===== config.mk =====
export PLATFORM = sky130hd
export DESIGN_NAME = lin_brk_unit
export DESIGN_NICKNAME = d
export VERILOG_FILES = /design/src/rtl/lin_brk_pkg.sv /design/src/rtl/lin_brk_cfg.sv /design/src/rtl/lin_brk_det.sv /design/src/rtl/lin_brk_gen.sv /design/src/rtl/lin_brk_unit.sv
export SDC_FILE = /design/constraint.sdc
export NUM_CORES = 1
export LEC_CHECK = 0
export BUFFER_PORTS_ARGS = -buffer_cell sky130_fd_sc_hd__buf_2
export CAP_MARGIN = 20
export CORE_UTILIZATION = 25
export DETAILED_ROUTE_END_ITERATION = 6
export GPL_ROUTABILITY_DRIVEN = 0
export PLACE_DENSITY = 0.53
export SLEW_MARGIN = 20
export SYNTH_ARGS = -nofsm -noshare
export SYNTH_HDL_FRONTEND = slang
export SYNTH_SLANG_ARGS = --single-unit

===== constraint.sdc =====
create_clock -name clk -period 3.65 [get_ports clk]
set_clock_uncertainty 0.05 [all_clocks]
set_input_delay 0.1825 -clock clk [delete_from_list [all_inputs] [get_ports clk]]
set_output_delay 0.1825 -clock clk [all_outputs]
set_load 0.005 [all_outputs]

===== src/rtl/lin_brk_pkg.sv =====
package lin_brk_pkg;
   typedef enum logic [1:0] {
      GEN_IDLE  = 2'd0,
      GEN_ARMED = 2'd1,
      GEN_SEND  = 2'd2
   } gen_state_e;
endpackage


===== src/rtl/lin_brk_cfg.sv =====
module lin_brk_cfg (
   input  logic clk,
   input  logic rst_n,
   input  logic blk_en_i,
   input  logic wr_i,
   input  logic lin_on_d_i,
   input  logic long_d_i,
   output logic lin_on_o,
   output logic long_o
);
   // configuration may only be written while the block is disabled
   always_ff @(posedge clk or negedge rst_n) begin
      if (!rst_n) begin
         lin_on_o <= 1'b0;
         long_o   <= 1'b0;
      end else if (wr_i && !blk_en_i) begin
         lin_on_o <= lin_on_d_i;
         long_o   <= long_d_i;
      end
   end

   assert_cfg_locked_R7: assert property (@(posedge clk) disable iff (!rst_n)
      blk_en_i |=> ($stable(lin_on_o) && $stable(long_o)));
endmodule


===== src/rtl/lin_brk_det.sv =====
module lin_brk_det #(
   parameter int SHORT_LEN   = 10,
   parameter int LONG_LEN    = 11,
   parameter int SYNC_STAGES = 2
) (
   input  logic clk,
   input  logic rst_n,
   input  logic active_i,
   input  logic tick_i,
   input  logic rx_i,
   input  logic inv_i,
   input  logic long_i,
   input  logic clr_i,
   output logic flag_o
);
   localparam int CNT_W = $clog2(LONG_LEN + 1);
   localparam logic [CNT_W-1:0] CNT_MAX   = {CNT_W{1'b1}};
   localparam logic [CNT_W-1:0] THR_SHORT = CNT_W'(SHORT_LEN);
   localparam logic [CNT_W-1:0] THR_LONG  = CNT_W'(LONG_LEN);

   generate
      if (SHORT_LEN < 2 || LONG_LEN <= SHORT_LEN) begin : g_bad_len
         $error("lin_brk_det: need 2 <= SHORT_LEN < LONG_LEN");
      end
      if (SYNC_STAGES < 0) begin : g_bad_sync
         $error("lin_brk_det: SYNC_STAGES must be non-negative");
      end
   endgenerate

   logic rx_s;
   generate
      if (SYNC_STAGES == 0) begin : g_nosync
         assign rx_s = rx_i;
      end else begin : g_sync
         logic [SYNC_STAGES-1:0] sh_q;
         always_ff @(posedge clk or negedge rst_n) begin
            if (!rst_n) sh_q <= '1;
            else        sh_q <= (sh_q << 1) | SYNC_STAGES'(rx_i);
         end
         assign rx_s = sh_q[SYNC_STAGES-1];
      end
   endgenerate

   logic             level;
   logic [CNT_W-1:0] run_q;
   logic [CNT_W-1:0] thr;
   logic             set_ev;

   assign level  = rx_s ^ inv_i;
   assign thr    = long_i ? THR_LONG : THR_SHORT;
   assign set_ev = active_i && tick_i && level && (run_q >= thr);

   always_ff @(posedge clk or negedge rst_n) begin
      if (!rst_n) begin
         run_q <= '0;
      end else if (!active_i) begin
         run_q <= '0;
      end else if (tick_i) begin
         if (level)                run_q <= '0;
         else if (run_q != CNT_MAX) run_q <= run_q + 1'b1;
      end
   end

   always_ff @(posedge clk or negedge rst_n) begin
      if (!rst_n)      flag_o <= 1'b0;
      else if (set_ev) flag_o <= 1'b1;
      else if (clr_i)  flag_o <= 1'b0;
   end

   assert_flag_on_delim_R4: assert property (@(posedge clk) disable iff (!rst_n)
      $rose(flag_o) |-> $past(tick_i && level && active_i));
   assert_run_clear_R10: assert property (@(posedge clk) disable iff (!rst_n)
      (active_i && tick_i && level) |=> (run_q == '0));
   assert_idle_no_flag_R1: assert property (@(posedge clk) disable iff (!rst_n)
      (!active_i && !flag_o) |=> !flag_o);
endmodule


===== src/rtl/lin_brk_gen.sv =====
module lin_brk_gen
   import lin_brk_pkg::*;
#(
   parameter int BRK_LEN = 13
) (
   input  logic clk,
   input  logic rst_n,
   input  logic active_i,
   input  logic tick_i,
   input  logic req_i,
   output logic tx_o,
   output logic done_o
);
   localparam int CW = (BRK_LEN > 1) ? $clog2(BRK_LEN) : 1;
   localparam logic [CW-1:0] LAST = CW'(BRK_LEN - 1);

   generate
      if (BRK_LEN < 1) begin : g_bad_len
         $error("lin_brk_gen: BRK_LEN must be at least 1");
      end
   endgenerate

   gen_state_e    st_q;
   logic [CW-1:0] cnt_q;

   always_ff @(posedge clk or negedge rst_n) begin
      if (!rst_n) begin
         st_q   <= GEN_IDLE;
         cnt_q  <= '0;
         done_o <= 1'b0;
      end else begin
         done_o <= 1'b0;
         if (!active_i) begin
            st_q <= GEN_IDLE;
         end else begin
            unique case (st_q)
               GEN_IDLE:  if (req_i) st_q <= GEN_ARMED;
               GEN_ARMED: if (tick_i) begin
                  st_q  <= GEN_SEND;
                  cnt_q <= '0;
               end
               GEN_SEND:  if (tick_i) begin
                  if (cnt_q == LAST) begin
                     st_q   <= GEN_IDLE;
                     done_o <= 1'b1;
                  end else begin
                     cnt_q <= cnt_q + 1'b1;
                  end
               end
               default:   st_q <= GEN_IDLE;
            endcase
         end
      end
   end

   assign tx_o = (st_q != GEN_SEND);

   assert_tx_released_R1: assert property (@(posedge clk) disable iff (!rst_n)
      !active_i |=> tx_o);
   assert_done_pulse_R9: assert property (@(posedge clk) disable iff (!rst_n)
      done_o |=> !done_o);
   assert_done_released_R9: assert property (@(posedge clk) disable iff (!rst_n)
      done_o |-> (tx_o && $past(!tx_o)));
endmodule


===== src/rtl/lin_brk_unit.sv =====
module lin_brk_unit #(
   parameter int SHORT_LEN   = 10,
   parameter int LONG_LEN    = 11,
   parameter int BRK_LEN     = 13,
   parameter int SYNC_STAGES = 2
) (
   input  logic clk,
   input  logic rst_n,
   input  logic bit_tick,
   input  logic rx_line,
   input  logic blk_enable,
   input  logic cfg_wr,
   input  logic cfg_lin_on,
   input  logic cfg_long_thr,
   input  logic rx_invert,
   input  logic brk_irq_en,
   input  logic brk_send_req,
   input  logic brk_flag_clr,
   output logic tx_line,
   output logic tx_brk_done,
   output logic brk_flag,
   output logic brk_irq
);
   logic lin_on_q;
   logic long_q;
   logic active;

   lin_brk_cfg u_cfg (
      .clk        (clk),
      .rst_n      (rst_n),
      .blk_en_i   (blk_enable),
      .wr_i       (cfg_wr),
      .lin_on_d_i (cfg_lin_on),
      .long_d_i   (cfg_long_thr),
      .lin_on_o   (lin_on_q),
      .long_o     (long_q)
   );

   assign active = blk_enable && lin_on_q;

   lin_brk_det #(
      .SHORT_LEN   (SHORT_LEN),
      .LONG_LEN    (LONG_LEN),
      .SYNC_STAGES (SYNC_STAGES)
   ) u_det (
      .clk      (clk),
      .rst_n    (rst_n),
      .active_i (active),
      .tick_i   (bit_tick),
      .rx_i     (rx_line),
      .inv_i    (rx_invert),
      .long_i   (long_q),
      .clr_i    (brk_flag_clr),
      .flag_o   (brk_flag)
   );

   lin_brk_gen #(
      .BRK_LEN (BRK_LEN)
   ) u_gen (
      .clk      (clk),
      .rst_n    (rst_n),
      .active_i (active),
      .tick_i   (bit_tick),
      .req_i    (brk_send_req),
      .tx_o     (tx_line),
      .done_o   (tx_brk_done)
   );

   assign brk_irq = brk_flag && brk_irq_en;

   assert_irq_follows_R5: assert property (@(posedge clk) disable iff (!rst_n)
      brk_irq |-> (brk_flag && brk_irq_en));
endmodule


==> summary.md <==
| Metric | Value |
|---|---|
| Yosys cell types | `37` |
| Max-slew violation count | `0` |
| Antenna Violating Nets Remaining | `0` |
| Top-count cell post-synth | `dfrtp_1` |
| Worst Path Max Fanout | `5` |
| Synth top cells by count | `dfrtp_1, a21oi_1, inv_1` |
| Worst Path Required | `3.77 ns` |
| Final wirelength | `1765 microns` |
| Nets | `120` |
| Clock Latency Late Sink | `0.29 ns` |
| Switching pwr | `0.08907 mW` |
| Post-synth EDFFs | `0` |
| CP startpoint kind | `flip-flop` |
| Pre-antenna DRT Iters | `4` |
| Seq/Total Area, Yosys | `45.42%` |
| Pwr/cell area | `327.4 nW/um^2` |
| Die W | `61.57 microns` |
| Pint | `0.2509 mW` |
| Critical path class | `reg -> reg` |
| Final min period | `1.459 ns` |
| Vias per std cell | `4.919` |
| Switching share of total power | `26.20%` |
| # H-tree levels | `1` |
| Fraction of synthesis flops using an asynchronous set or reset pin | `100.0%` |
| WL/cell | `11.85 microns` |
| LEAKAGE | `0.4445 nW` |
| Yosys top cell by area | `dfrtp_1` |
| Post-synthesis net count | `101` |
| Max cap viols | `0` |
| DRC Markers | `0` |
| CP arrival | `1.58 ns` |
| Register share of total power | `57.3%` |
| CTS Sinks | `16` |
| Worst min-delay path endpoint | `u_cfg.long_o` |
| GR Overflow Total | `0` |
| I/O pin cnt | `16` |
| Clk slew on worst S/H paths | `0.10 ns` |
| Layout cells sized above 1 | `25.24%` |
| Reg2reg start | `u_gen.cnt_q[0]` |
| Hold depth | `2` |
| Post-synth top area share | `39.49%` |
| Post-cts gate resize count | `0` |
| Number of I/O port buffers | `15` |
| FF-to-FF End | `u_gen.cnt_q[2]` |
| First-pass GRT wire length | `2794 microns` |
| Fin crit share | `39.96%` |
| First-iteration detailed-routing DRC count | `19` |
| DR vias | `733` |
| Seq cells post-synth | `16` |
| Post-synth top flop | `dfrtp_1` |
| Core ar. | `3363 sq um` |
| Clock network power share | `29.1%` |
| Power share of the combinational group | `13.6%` |
| Largest cells by area after synthesis | `dfrtp_1, dfstp_2, ha_1` |
| Relative slew slack | `75.39%` |
| Synth warn | `0` |
| CP endpoint kind | `flip-flop` |
| Outcome | `finished clean` |
| Final Util | `30.88%` |
| N_diodes | `0` |
| Flop-to-flop setup slack | `2.19 ns` |
| Mapped Area | `887.1 sq um` |
| CTS buffer count | `3` |
| Initial Utilization | `26.38%` |
| Placement row count | `21` |
| Antenna violations before repair | `0` |
| Worst Max-Slew Pin Slew | `0.3691 ns` |
| Gr usage total | `10.19%` |
| Die area | `3791 sq um` |
| HP Start | `cfg_long_thr` |
| Mapped Avg Cell Area | `10.44 sq um` |
| Synth Instances | `85` |
| P&R area growth vs syn | `17.07%` |
| Setup violators final | `0` |
| CTS tree | `built` |
| Deepest clock path buffer count | `2` |
| Root Driver | `clkbuf_4` |
| Detail Placement HPWL | `1320 microns` |
| VDD IR-drop max | `0.1580 mV` |
| Pin count of the biggest net entering global routing | `17` |
| TNS Setup | `0 ns` |
| R2R depth | `5` |
| Hold Fails Final Rpt | `0` |
| RSZ-0062 raised after global routing | `no` |
| Die Y | `61.57 microns` |
| Achievable frequency | `0.6856 GHz` |
| Worst hold path class | `in -> reg` |
| Vias in the first global route | `606` |
## layer usage
layer,wire (microns),up-vias,track usage (%)
met5,0,-,0
met1,826,349,13.29
met4,10,0,3.492
met3,81,2,3.992
li1,-,356,-
met2,847,26,15.36
## state kept, by name, summed over array words and instances (netlist names)
name	cells
u_cfg.lin_on_o	1
u_cfg.long_o	1
u_det.flag_o	1
u_det.g_sync.sh_q	2
u_det.run_q	4
u_gen.cnt_q	4
u_gen.done_o	1
u_gen.st_q	2
## stage by stage
stage / instances / power (mW) / instance area (sq um) / worst slack (ns) / hold slack [ns]
after global routing: 149 / 0.3585 / 1039 / 2.019 / 0.06869
after global placement: 143 / 0.2422 / 992.2 / 2.243 / 0.06549
final: 149 / 0.3400 / 1039 / 2.192 / 0.06944
after floorplan: 85 / 0.2278 / 887.1 / 2.294 / -0.1631
after CTS: 149 / 0.3491 / 1039 / 2.186 / 0.05745
after detailed placement: 143 / 0.2439 / 992.2 / 2.197 / 0.07449
## power groups by stage
stage	logic (mW)	registers (mW)	clock network, mW
global placement	0.0442	0.198	0
finish	0.0464	0.195	0.0989
global route	0.0526	0.196	0.110
detailed placement	0.0456	0.198	0
CTS	0.0474	0.195	0.107
floorplan	0.0334	0.194	0
## cell type report
type	instances	area, sq um
sequential	16	402.9
inverter	6	22.52
clock buffer	4	26.28
multi-input combinational	60	434.2
timing repair buffer	17	95.09
fill	372	2325
tap	46	57.56
## worst max-delay path by stage
stage,from,to,cells after the start
CTS,u_gen.cnt_q[0],u_gen.cnt_q[2],5
floorplan,u_gen.cnt_q[0],u_gen.cnt_q[2],5
global placement,u_gen.cnt_q[0],u_gen.cnt_q[1],5
finish,u_gen.cnt_q[0],u_gen.cnt_q[2],5
detailed placement,u_gen.cnt_q[0],u_gen.cnt_q[2],5
global route,u_gen.cnt_q[0],u_gen.cnt_q[2],5
## placed cells by master, fill, tap and decap left out, types with 2 or more instances in the layout
cell           count
dfstp_2            2
nor2b_1            2
inv_1              6
ha_1               4
mux2_2             3
buf_2             15
a21oi_1            9
clkbuf_4           3
nand2b_1           2
a211o_1            2
nand2_1            3
nor4_1             3
dlygate4sd3_1      2
nor3_1             5
dfrtp_1           14
nand3_1            5
## repair_timing
item	in CTS	in global routing
hold buffers	2	0
hold endpoints to repair	15	0
buffers inserted	0	0
## logic make-up (layout without fill, tap and decap cells)
kind of cell	after synthesis	count (layout)	share of synthesized area [%]
AOI/OAI and AO/OA	20	20	15.80
xor gates and xnor gates	2	2	1.975
adders and majority gates	4	4	5.642
buffers and inverters	9	27	5.641
DFF	16	16	45.42
muxes	4	4	4.936
and+or+nand+nor	30	30	20.59
## worst max-delay path, stage by stage, from the launching register on
cell     delay (ns)
dfrtp_1        0.40
inv_1          0.08
ha_1           0.22
and3_2         0.25
nor4_1         0.27
nor3_1         0.08
(Power assumes the default switching activity.)
